--- src/rtl/cpt_pkg.sv ---
package cpt_pkg;

    localparam int SUB_W   = 3;
    localparam int LEN_W   = 4;
    localparam int DEPTH_W = 3;

    localparam logic [LEN_W-1:0] LEN_PERM = '1;

    typedef struct packed {
        logic [SUB_W-1:0] page;
        logic [LEN_W-1:0] left;
        logic             perm;
    } page_ent_t;

    typedef enum logic [2:0] {
        OP_IDLE,
        OP_CLEAR,
        OP_POP,
        OP_PUSH,
        OP_BRANCH,
        OP_TICK
    } stk_op_e;

    function automatic page_ent_t make_ent(input logic [SUB_W-1:0] pg,
                                           input logic [LEN_W-1:0] len);
        page_ent_t e;
        e.page = pg;
        e.left = len;
        e.perm = (len == LEN_PERM);
        return e;
    endfunction

    // true when one more counted retire ends this entry
    function automatic logic ends_on_tick(input page_ent_t e);
        return !e.perm && (e.left == LEN_W'(1));
    endfunction

endpackage

--- src/rtl/cpt_cmd_arb.sv ---
module cpt_cmd_arb
    import cpt_pkg::*;
(
    input  logic             sel_valid,
    input  logic [LEN_W-1:0] sel_len,
    input  logic             retire,
    input  logic             branch_taken,
    input  logic             clear_cmd,
    input  logic             pop_cmd,
    output stk_op_e          op
);

    always_comb begin
        if (clear_cmd)
            op = OP_CLEAR;
        else if (pop_cmd)
            op = OP_POP;
        else if (sel_valid)
            // zero length swallows the cycle, including its own retire
            op = (sel_len != '0) ? OP_PUSH : OP_IDLE;
        else if (branch_taken)
            op = OP_BRANCH;
        else if (retire)
            op = OP_TICK;
        else
            op = OP_IDLE;
    end

endmodule

--- src/rtl/cpt_page_stack.sv ---
module cpt_page_stack
    import cpt_pkg::*;
#(
    parameter int N = 4
) (
    input  logic               clk,
    input  logic               rst,
    input  stk_op_e            op,
    input  page_ent_t          new_ent,
    output page_ent_t          top_ent,
    output logic [DEPTH_W-1:0] depth,
    output logic               full
);

    localparam logic [DEPTH_W-1:0] DEPTH_MAX = DEPTH_W'(N);

    page_ent_t          ents [N];
    logic [DEPTH_W-1:0] depth_q;

    assign depth = depth_q;
    assign full  = (depth_q == DEPTH_MAX);

    always_comb begin
        top_ent = '0;
        for (int i = 0; i < N; i++) begin
            if (depth_q == DEPTH_W'(i + 1))
                top_ent = ents[i];
        end
    end

    for (genvar g = 0; g < N; g++) begin : g_slot
        page_ent_t slot_q;
        logic      wr_push;
        logic      wr_tick;

        assign wr_push = (op == OP_PUSH) && (depth_q == DEPTH_W'(g));
        assign wr_tick = (op == OP_TICK) && (depth_q == DEPTH_W'(g + 1))
                         && !slot_q.perm && (slot_q.left > LEN_W'(1));

        always_ff @(posedge clk) begin
            if (rst)
                slot_q <= '0;
            else if (wr_push)
                slot_q <= new_ent;
            else if (wr_tick)
                slot_q.left <= slot_q.left - LEN_W'(1);
        end

        assign ents[g] = slot_q;
    end

    always_ff @(posedge clk) begin
        if (rst) begin
            depth_q <= '0;
        end else begin
            unique case (op)
                OP_CLEAR:  depth_q <= '0;
                OP_POP:    if (depth_q != '0) depth_q <= depth_q - DEPTH_W'(1);
                OP_PUSH:   if (!full) depth_q <= depth_q + DEPTH_W'(1);
                OP_BRANCH: if (depth_q != '0 && !top_ent.perm)
                               depth_q <= depth_q - DEPTH_W'(1);
                OP_TICK:   if (depth_q != '0 && ends_on_tick(top_ent))
                               depth_q <= depth_q - DEPTH_W'(1);
                default:   depth_q <= depth_q;
            endcase
        end
    end

endmodule

--- src/rtl/cpt_page_tracker.sv ---
module cpt_page_tracker
    import cpt_pkg::*;
#(
    parameter int STACK_N = 4
) (
    input  logic       clk,
    input  logic       rst,
    input  logic       sel_valid,
    input  logic [2:0] sel_page,
    input  logic [3:0] sel_len,
    input  logic       retire,
    input  logic       branch_taken,
    input  logic       clear_cmd,
    input  logic       pop_cmd,
    output logic [2:0] page_out,
    output logic       page_active,
    output logic [2:0] depth_out,
    output logic       overflow
);

    stk_op_e            op;
    page_ent_t          top_ent;
    logic [DEPTH_W-1:0] depth;
    logic               full;
    logic               ovf_q;

    cpt_cmd_arb u_arb (
        .sel_valid    (sel_valid),
        .sel_len      (sel_len),
        .retire       (retire),
        .branch_taken (branch_taken),
        .clear_cmd    (clear_cmd),
        .pop_cmd      (pop_cmd),
        .op           (op)
    );

    cpt_page_stack #(.N(STACK_N)) u_stack (
        .clk     (clk),
        .rst     (rst),
        .op      (op),
        .new_ent (make_ent(sel_page, sel_len)),
        .top_ent (top_ent),
        .depth   (depth),
        .full    (full)
    );

    always_ff @(posedge clk) begin
        if (rst || op == OP_CLEAR)
            ovf_q <= 1'b0;
        else if (op == OP_PUSH && full)
            ovf_q <= 1'b1;
    end

    assign page_active = (depth != '0);
    assign page_out    = page_active ? top_ent.page : '0;
    assign depth_out   = depth;
    assign overflow    = ovf_q;

endmodule

--- config.mk ---
export PLATFORM = sky130hd
export DESIGN_NAME = cpt_page_tracker
export DESIGN_NICKNAME = d
export VERILOG_FILES = /design/src/rtl/cpt_pkg.sv /design/src/rtl/cpt_cmd_arb.sv /design/src/rtl/cpt_page_stack.sv /design/src/rtl/cpt_page_tracker.sv
export SDC_FILE = /design/constraint.sdc
export NUM_CORES = 1
export LEC_CHECK = 0
export BUFFER_PORTS_ARGS = -buffer_cell sky130_fd_sc_hd__buf_2
export CAP_MARGIN = 15
export CORE_MARGIN = 4
export CORE_UTILIZATION = 50
export DETAILED_ROUTE_END_ITERATION = 8
export PLACE_DENSITY = 0.69
export REMOVE_ABC_BUFFERS = 1
export SLEW_MARGIN = 20
export SYNTH_ARGS = -nofsm -noshare
export SYNTH_HDL_FRONTEND = slang
export SYNTH_SLANG_ARGS = --single-unit
--- constraint.sdc ---
create_clock -name clk -period 2.8 [get_ports clk]
set_input_delay 0.56 -clock clk [delete_from_list [all_inputs] [get_ports clk]]
set_output_delay 0.56 -clock clk [all_outputs]
set_load 0.005 [all_outputs]
==> out/results.ini, run 1 <==
[setup_path]
cpPeakStageDelay_ns=0.55
cp_slowest_cell=or4_2
path_max_fanout=8
worstSetupPathType=flip-flop to flip-flop
crit_chain=inv_1, ha_1, and2_1, a2111oi_0, nor4_1, o21ai_2, or4_2, a21oi_1
cp_data_arrival_time_ns=2.75
critical_path_buf_inv_count=1
cp.required_ns=3.02
reg2reg_depth=8
crit_family=simple AND/OR/NAND/NOR gates
cp-end-kind=flip-flop
reg2reg_to=u_stack.depth[0]
r2r_start=u_stack.depth[0]
r2r_slack_ns=0.27
setup.worst_path.start_class=flip-flop

[clocking]
clkLatencyLatePin_ns=0.29
postCtsHoldBufs=0
numClockSinks=36
cts-root-buf=clkbuf_8
clockBufferDepth=2
numCtsBuffers=5
htreeDepth=2
cts_resized=0
cts_tree=yes
clk_pin_slew_worst_paths_ns=0.07
post_cts_buffers=0

[global_routing]
gr-usage-met2_pct=34.4
grt-ovfl-total=0
grt_pass1_wl_mm=9.13
grt_pass1_vias=1941
grt_util_met3_pct=3.69
grt.busiest_layer=met2
grt_start_max_net_pins=37
antenna_found_initial=0
grt_usage_pct=21.5
met1_usage_pct=29.2

[floorplan]
ioPinCount=22
die_w_um=73.7
core-area_um2=4090
die_area_um2=5430
rows=23
initial_core_util_pct=52.8
die_h_um=73.7

[route]
wl_per_cell_um=15.3
drc=0
route.vias.total=2057
drt_iter0_drc=136
ant_nets=0
drt-vias-per-instance=5.81
wl_mm=5.41
firstDrtPassIters=4

[placed_design]
hpwlAfterDp_mm=3.87
place_congestion=0.840
dp.cells=346
portBuffers=21

[final_layout]
stdcell_count=354
nets=331
num-fill-cells=410
final_util_pct=58.8
seq_area_um2=721
diodes=0
drive_above_1_share_pct=17.1
syn_to_final_growth_pct=11.3
multiInputGateArea_um2=1320

[outcome]
status=completed

[sta]
tns_ns=0
slew_headroom_pct=53.8
finalClockSkew_ns=0.00670
rsz0062_at_grt=no
period_share_pct=90.5
tightest_slew_ns=0.693
hold_slack_ns=0.459
fmax_mhz=395
setup_violations=0
hold_viol=0
maxSlewViolCount=0
min_period_ns=2.53

[hold_path]
hp-start=u_stack.ents[6]
worstHoldPathType=flip-flop to flip-flop
min_path_cells=2
min_to=u_stack.ents[6]

[synth]
ys_warn_count=0
ys_seq_area_share_pct=33.4
ys_seq_elements=36
synth-edff-count=0
synth_cells=282
synthDistinctLibCells=46
async_flop_share_pct=0
syn_avg_cell_area_um2=7.65
syn_area_um2=2160
synth_ff_type=dfxtp_1

[pwr]
vdd_ir_drop_max_mv=0.239
leakagePower_nw=0.843
power_density_nw_per_um2=465
p_total_mw=1.12

[flow_run]
maxCapViolCount=0

[kinds of logic (layout without fill, tap and decap cells)]
kind of cell / Yosys count / count (layout) / share of synthesized area [%]
xor+xnor: 1 / 1 / 0.406
mux: 2 / 2 / 0.928
fa+ha+maj: 14 / 14 / 8.12
compound gates: 76 / 76 / 23.3
flops: 36 / 36 / 33.4
buf+inv: 29 / 51 / 5.45
simple gates: 124 / 124 / 28.4
[how the worst max path moves through the flow]
stage / from / cells after the start / endpoint / slack, ns
floorplan: clear_cmd / 6 / u_stack.ents[27] / 0.43
global placement: clear_cmd / 7 / u_stack.ents[19] / 0.13
detailed placement: clear_cmd / 7 / u_stack.ents[19] / 0.12
CTS: u_stack.depth[0] / 8 / u_stack.depth[0] / 0.21
global route: u_stack.depth[1] / 8 / u_stack.depth[0] / 0.1
finish: u_stack.depth[0] / 8 / u_stack.depth[0] / 0.27
[layer usage]
metal / vias up / routed length (um)
li1: 1040 / -
met2: 54 / 2470
met3: 13 / 270
met1: 950 / 2550
met5: - / 0
met4: 0 / 116
[cell usage after synthesis (all sizes together) (2+ instances only)]
cell type,number,share of area (%)
nor3,11,2.6
a32oi,2,0.81
or4,2,0.93
mux2i,2,0.93
nand2b,3,0.87
o21bai,2,0.70
a31o,2,0.81
clkbuf,10,1.7
a21oi,33,7.7
nor2b,2,0.58
nand3,3,0.70
o32ai,2,0.81
nor2,25,4.4
dfxtp,36,33
a211oi,4,1.4
o221a,4,2.1
inv,17,3.0
a22oi,4,1.4
a221oi,3,1.2
a2111oi,2,0.81
o21ai,12,3.0
buf,2,0.75
nand2,57,9.9
ha,14,8.1
and2,2,0.58
nand3b,2,0.70
nor4,6,3.1
or2,4,1.2
[state kept, by name, indices dropped and copies added, names as in the netlist]
name           flops
overflow           1
u_stack.ents      32
u_stack.depth      3
[cells in the final DEF, fill, tap and decap left out, types with 4 or more instances in the layout]
cell type and count:
nand2_1 57, dfxtp_1 36, a21oi_1 33, nor2_1 25
buf_2 21, inv_1 17, ha_1 13, o21ai_0 11
nor3_1 11, clkbuf_8 6, buf_4 5, a22oi_1 4
nor4_1 4, a211oi_1 4, or2_2 4, o221a_2 4
[power by group]
part           internal [mW]  total (mW)  switching, mW  leakage [nW]
combinational         0.0739       0.194          0.120         0.506
clock                  0.201       0.385          0.184        0.0455
sequential             0.525       0.538         0.0132         0.291
[tightest hold or removal path, cell delays in order, from the launching register on]
cell	delay [ns]
dfxtp_1	0.31
nand2_1	0.05
a21oi_1	0.05
[cell type report]
type / count / share of cell area (%)
Tap cell: 50 / 2.61
Inverter: 17 / 2.66
Timing Repair Buffer: 26 / 5.94
Multi-Input combinational cell: 217 / 55.0
Sequential cell: 36 / 30.0
Clock buffer: 8 / 3.75
[through the flow]
step	instance area [um^2]	setup slack [ns]
2_1_floorplan	2100	0.433
3_3_place_gp	2310	0.127
3_5_place_dp	2310	0.116
4_1_cts	2400	0.211
5_1_grt	2400	0.0979
6_report	2400	0.267
No activity file was read; power rests on OpenSTA's default activity.
==> run 2: changes to the inputs <==
--- a/config.mk
+++ b/config.mk
@@ -9,6 +9,7 @@
 export CAP_MARGIN = 15
 export CORE_MARGIN = 4
 export CORE_UTILIZATION = 50
+export CTS_BUF_LIST = sky130_fd_sc_hd__clkbuf_2
 export DETAILED_ROUTE_END_ITERATION = 8
 export PLACE_DENSITY = 0.69
 export REMOVE_ABC_BUFFERS = 1
==> constraint.sdc (replaced) <==
create_clock -name clk -period 2.9 [get_ports clk]
set_input_delay 0.58 -clock clk [delete_from_list [all_inputs] [get_ports clk]]
set_output_delay 0.58 -clock clk [all_outputs]
set_load 0.005 [all_outputs]
==> run 2 against run 1 <==
Net effect:
- flip-flop and latch count is the same
- die area is the same
- via count shrank 1.3%
- critical path type unchanged
- highest routed layer unchanged
==> out/results.ini, run 2 (synthesized netlist as in run 1, its figures left out) <==
[sta]
setup_violations=0  ; unchanged
tns_ns=0  ; unchanged
maxSlewViolCount=0  ; unchanged
slew_headroom_pct=54.2  ; +0.42 points
min_period_ns=2.58  ; +0.0459 ns
rsz0062_at_grt=no
period_share_pct=88.9  ; -1.5 points
fmax_mhz=388  ; -1.8%
tightest_slew_ns=0.687  ; -0.00629 ns
hold_viol=0  ; unchanged
finalClockSkew_ns=0.0193  ; +0.0126 ns

[setup_path]
reg2reg_depth=8  ; unchanged
r2r_start=u_stack.depth[0]
crit_start=u_stack.depth[0]
worstSetupPathType=flip-flop to flip-flop
reg2reg_to=u_stack.depth[0]
cp-end-kind=flip-flop
critical_path_buf_inv_count=1  ; unchanged
cp.required_ns=3.22  ; +0.20 ns
path_max_fanout=12  ; +4
cp_slowest_cell=or4_2
crit_chain=inv_1, ha_1, nor4b_1, nand3_1, a211oi_1, o21ai_2, or4_2, a21oi_1
cp_data_arrival_time_ns=2.90  ; +0.15 ns
crit_family=simple AND/OR/NAND/NOR gates
setup.worst_path.start_class=flip-flop
worst-path-stages=8  ; unchanged
cpPeakStageDelay_ns=0.56  ; about the same
r2r_slack_ns=0.32  ; +0.05 ns

[pwr]
vdd_ir_drop_max_mv=0.281  ; +18%
power_density_nw_per_um2=398  ; -14%
p_total_mw=0.930  ; -17%
leakagePower_nw=0.822  ; -2.5%

[clocking]
post_cts_buffers=0  ; unchanged
cts_resized=0  ; unchanged
clockBufferDepth=2  ; unchanged
postCtsHoldBufs=0  ; unchanged
htreeDepth=2  ; unchanged
clkLatencyLatePin_ns=0.40  ; +0.11 ns
numClockSinks=36  ; unchanged
cts-root-buf=clkbuf_2
numCtsBuffers=5  ; unchanged
cts_tree=yes
clk_pin_slew_worst_paths_ns=0.17  ; +0.10 ns

[floorplan]
ioPinCount=22  ; unchanged
core-area_um2=4090  ; unchanged
die_h_um=73.7  ; unchanged
die_area_um2=5430  ; unchanged
initial_core_util_pct=52.8  ; unchanged
rows=23  ; unchanged
die_w_um=73.7  ; unchanged

[global_routing]
grt_pass1_vias=1953  ; +0.62%
grt_pass1_wl_mm=9.23  ; +1.1%
grt_start_max_net_pins=37  ; unchanged
grt-ovfl-total=0  ; unchanged
antenna_found_initial=0  ; unchanged
grt_usage_pct=21.9  ; +0.45 points

[route]
wl_per_cell_um=15.3  ; +0.40%
drc=0  ; unchanged
firstDrtPassIters=4  ; unchanged
drt_iter0_drc=118  ; -13%
route.vias.total=2031  ; -1.3%
drt-vias-per-instance=5.77  ; -0.70%
wl_mm=5.40  ; -0.17%
ant_nets=0  ; unchanged

[final_layout]
stdcell_count=352  ; -0.56%
num-fill-cells=408  ; -0.49%
drive_above_1_share_pct=16.9  ; -0.22 points
mostFrequentLayoutCell=nand2_1
diodes=0  ; unchanged
nets=330  ; -0.30%
design_area_um2=2340  ; -2.7%
syn_to_final_growth_pct=8.29
mostFrequentLayoutCells=57 x nand2_1, 36 x dfxtp_1, 33 x a21oi_1
largest_reg_flops=32  ; unchanged

[hold_path]
min_path_cells=2  ; unchanged
hp-start=clear_cmd
worstHoldPathType=primary input to flip-flop
min_to=overflow

[placed_design]
portBuffers=21  ; unchanged
place_congestion=0.866  ; +3.2%
dp.cells=345  ; -0.29%
hpwlAfterDp_mm=3.96  ; +2.3%
placed_area_um2=2300  ; -0.32%

[flow_run]
maxCapViolCount=0  ; unchanged

[outcome]
status=completed

==> run 2: how the worst max path moves through the flow <==
stage          slack [ns]                to
2_1_floorplan        0.51  u_stack.ents[27]
3_3_place_gp         0.22  u_stack.depth[0]
3_5_place_dp         0.15  u_stack.ents[27]
4_1_cts              0.32  u_stack.depth[0]
5_1_grt              0.06  u_stack.depth[0]
6_report             0.32  u_stack.depth[0]
==> run 2: stage by stage <==
step / hold WS, ns / utilization (%) / setup WS [ns]
6_report: 0.432 / 57.2 / 0.321
2_1_floorplan: 0.431 / - / 0.513
5_1_grt: 0.412 / 57.2 / 0.0644
3_5_place_dp: 0.451 / 56.3 / 0.153
3_3_place_gp: 0.445 / 56.3 / 0.215
4_1_cts: 0.392 / 57.2 / 0.322
==> run 2: cell type report <==
class,instances,area [um^2],share of cell area (%)
Clock buffer,6,30.0,1.29
Clock inverter,1,5.00,0.214
Inverter,17,63.8,2.73
Multi-Input combinational cell,217,1320,56.5
Sequential cell,36,721,30.9
Tap cell,50,62.6,2.68
Timing Repair Buffer,25,135,5.78
==> run 2: where the power goes <==
part           switching [mW]  internal, mW
combinational           0.115        0.0700
clock                   0.167        0.0575
sequential             0.0129         0.508
total                   0.295         0.635
==> run 2: layer usage <==
layer / global-route usage, % / up-vias / wire [um]
li1: - / 1042 / -
met1: 29.8 / 946 / 2640
met2: 34.3 / 38 / 2490
met3: 4.10 / 5 / 207
met4: 8.25 / 0 / 71
met5: 0 / - / 0
==> run 3: changes to the inputs <==
--- a/config.mk
+++ b/config.mk
@@ -11,9 +11,9 @@
 export CORE_UTILIZATION = 50
 export CTS_BUF_LIST = sky130_fd_sc_hd__clkbuf_2
 export DETAILED_ROUTE_END_ITERATION = 8
-export PLACE_DENSITY = 0.69
+export PLACE_DENSITY = 0.68
 export REMOVE_ABC_BUFFERS = 1
-export SLEW_MARGIN = 20
+export SLEW_MARGIN = 25
 export SYNTH_ARGS = -nofsm -noshare
 export SYNTH_HDL_FRONTEND = slang
 export SYNTH_SLANG_ARGS = --single-unit
==> constraint.sdc (replaced) <==
create_clock -name clk -period 2.9 [get_ports clk]
set_input_delay 0.58 -clock clk [delete_from_list [all_inputs] [get_ports clk]]
set_output_delay 0.58 -clock clk [all_outputs]
set_load 0.05 [all_outputs]
==> run 3 against run 2 <==
Net effect:
- cell area grew 0.27%
- maximum frequency fell by 3.7%
- utilization increased by 0.15 points
- sequential power about the same
- critical endpoint is now page_out[1]
- flip-flop and latch count is the same
- total power is 5.0% higher
- setup slack worse by 0.099 ns
- combinational power rose by 19%
- critical path depth shrank 2
- non-clock buffer count stayed put
- via count is 1.7% higher
==> out/results.ini, run 3 (synthesized netlist as in run 1, its figures left out) <==
[placed_design]
placed_area_um2=2300  ; unchanged
hpwlAfterDp_mm=3.95  ; -0.25%
place_congestion=0.850  ; -1.9%
portBuffers=21  ; unchanged
dp.cells=345  ; unchanged

[clocking]
clockBufferDepth=2  ; unchanged
numClockSinks=36  ; unchanged
clkLatencyLatePin_ns=0.39  ; about the same
numCtsBuffers=5  ; unchanged
htreeDepth=2  ; unchanged
post_cts_buffers=0  ; unchanged
clk_pin_slew_worst_paths_ns=0.19  ; +0.02 ns
cts-root-buf=clkbuf_2
cts_tree=yes

[route]
drt-vias-per-instance=5.85  ; +1.4%
wl_mm=5.54  ; +2.5%
firstDrtPassIters=4  ; unchanged
ant_nets=0  ; unchanged
drc=0  ; unchanged
wl_per_cell_um=15.7  ; +2.2%
drt_iter0_drc=129  ; +9.3%
route.vias.total=2066  ; +1.7%

[sta]
finalClockSkew_ns=0.0147  ; -0.00464 ns
slew_headroom_pct=53.8  ; -0.43 points
period_share_pct=92.4  ; +3.4 points
tns_ns=0  ; unchanged
fmax_mhz=373  ; -3.7%
maxSlewViolCount=0  ; unchanged
hold_slack_ns=0.422  ; -0.0106 ns
min_period_ns=2.68  ; +0.0993 ns
rsz0062_at_grt=no
setup_violations=0  ; unchanged
hold_viol=0  ; unchanged
tightest_slew_ns=0.694  ; +0.00651 ns

[pwr]
leakagePower_nw=0.823  ; +0.13%
power_density_nw_per_um2=417  ; +4.7%
vdd_ir_drop_max_mv=0.258  ; -8.3%

[setup_path]
cp_common_cell=ha_1
reg2reg_depth=8  ; unchanged
cp_data_arrival_time_ns=2.10  ; -0.80 ns
cp-end-kind=primary output
worstSetupPathType=flip-flop to primary output
reg2reg_to=u_stack.depth[0]
cp_slowest_cell=dfxtp_1
path_max_fanout=11  ; -1
cp.required_ns=2.32  ; -0.90 ns
cpPeakStageDelay_ns=0.41  ; -0.15 ns
crit_chain=ha_1, ha_1, nor2_1, a22oi_1, o21ai_0, buf_2
r2r_slack_ns=0.39  ; +0.07 ns
setup.worst_path.start_class=flip-flop
r2r_start=u_stack.depth[0]

[floorplan]
die_h_um=73.7  ; unchanged
die_w_um=73.7  ; unchanged
initial_core_util_pct=52.8  ; unchanged
ioPinCount=22  ; unchanged
core-area_um2=4090  ; unchanged
die_area_um2=5430  ; unchanged
rows=23  ; unchanged

[final_layout]
drive_above_1_share_pct=17.2  ; +0.27 points
diodes=0  ; unchanged
nets=330  ; unchanged
seq_area_um2=721  ; unchanged
num-fill-cells=405  ; -0.74%
mostFrequentLayoutCell=nand2_1
syn_to_final_growth_pct=8.58
multiInputGateArea_um2=1320  ; +0.19%
mostFrequentLayoutCells=57 x nand2_1, 36 x dfxtp_1, 33 x a21oi_1
design_area_um2=2340  ; +0.27%
final_util_pct=57.3  ; +0.15 points
largest_reg_flops=32  ; unchanged
stdcell_count=353  ; +0.28%

[hold_path]
hp-start=clear_cmd
min_path_cells=2  ; unchanged
worstHoldPathType=primary input to flip-flop
min_to=overflow

[outcome]
status=completed

[global_routing]
grt_pass1_wl_mm=9.23  ; unchanged
antenna_found_initial=0  ; unchanged
grt_pass1_vias=1966  ; +0.67%
grt_start_max_net_pins=37  ; unchanged
grt_usage_pct=21.9  ; -0.060 points
grt-ovfl-total=0  ; unchanged

[flow_run]
maxCapViolCount=0  ; unchanged

-- run 3: cell count changes in the layout (fill, tap and decap cells not counted) --
cell | previous run | this run
clkinv_2 | 1 | 0
o21ai_1 | 0 | 2
o21ai_0 | 11 | 9
clkinv_1 | 0 | 1
ha_1 | 14 | 13
ha_2 | 0 | 1
clkbuf_2 | 6 | 7
-- run 3: metal layers --
metal,vias up,share of wire [%],global-route usage (%),wire length (um)
met3,8,6.4,4.38,356
li1,1041,-,-,-
met2,70,46,32.9,2520
met4,0,1.1,7.44,61
met1,947,47,31.0,2600
met5,-,0,0,0
-- run 3: where the power goes --
group / leakage, nW / internal (mW) / total, mW / switching [mW]
Sequential: 0.291 / 0.508 / 0.521 / 0.0127
Clock: 0.0306 / 0.0646 / 0.236 / 0.172
Combinational: 0.501 / 0.0719 / 0.220 / 0.148
Total: 0.823 / 0.645 / 0.977 / 0.332
-- run 3: how the worst max path moves through the flow --
stage                     cells past startpoint          endpoint              from  slack [ns]
after global placement                        7  u_stack.depth[1]         clear_cmd        0.21
after floorplan                               5       page_out[0]  u_stack.depth[2]       -0.33
after CTS                                     6       page_out[2]  u_stack.depth[0]        0.17
after global routing                          6       page_out[1]  u_stack.depth[0]        0.09
after detailed placement                      7  u_stack.ents[19]         clear_cmd        0.16
final                                         6       page_out[1]  u_stack.depth[0]        0.22
-- run 3: timing repair --
action | in CTS | in global routing
hold buffers | 0 | 0
gates resized for setup | 0 | 3
setup endpoints to repair | 0 | 3
-- run 3: final cells by class --
class	count	share of cell area, %
timing repair buffer	25	5.77
multi-input combinational	217	56.4
clock inverter	1	0.160
inverter	17	2.72
sequential	36	30.8
tap	50	2.67
clock buffer	7	1.50
-- run 3: through the flow --
| step | power [mW] | worst slack, ns |
|---|---|---|
| floorplan | 0.669 | -0.332 |
| global placement | 0.746 | 0.212 |
| detailed placement | 0.748 | 0.157 |
| CTS | 0.982 | 0.166 |
| global route | 1.03 | 0.0881 |
| finish | 0.977 | 0.221 |
-- run 3: worst max-delay path: cells and delay by family, from the launching register on --
kind | cells | cell delay, ns
AO/OA/AOI/OAI | 2 | 0.28
adder cells (fa/ha/maj) | 2 | 0.53
buffers and inverters | 1 | 0.28
flip-flops | 1 | 0.41
AND/OR/NAND/NOR | 1 | 0.21
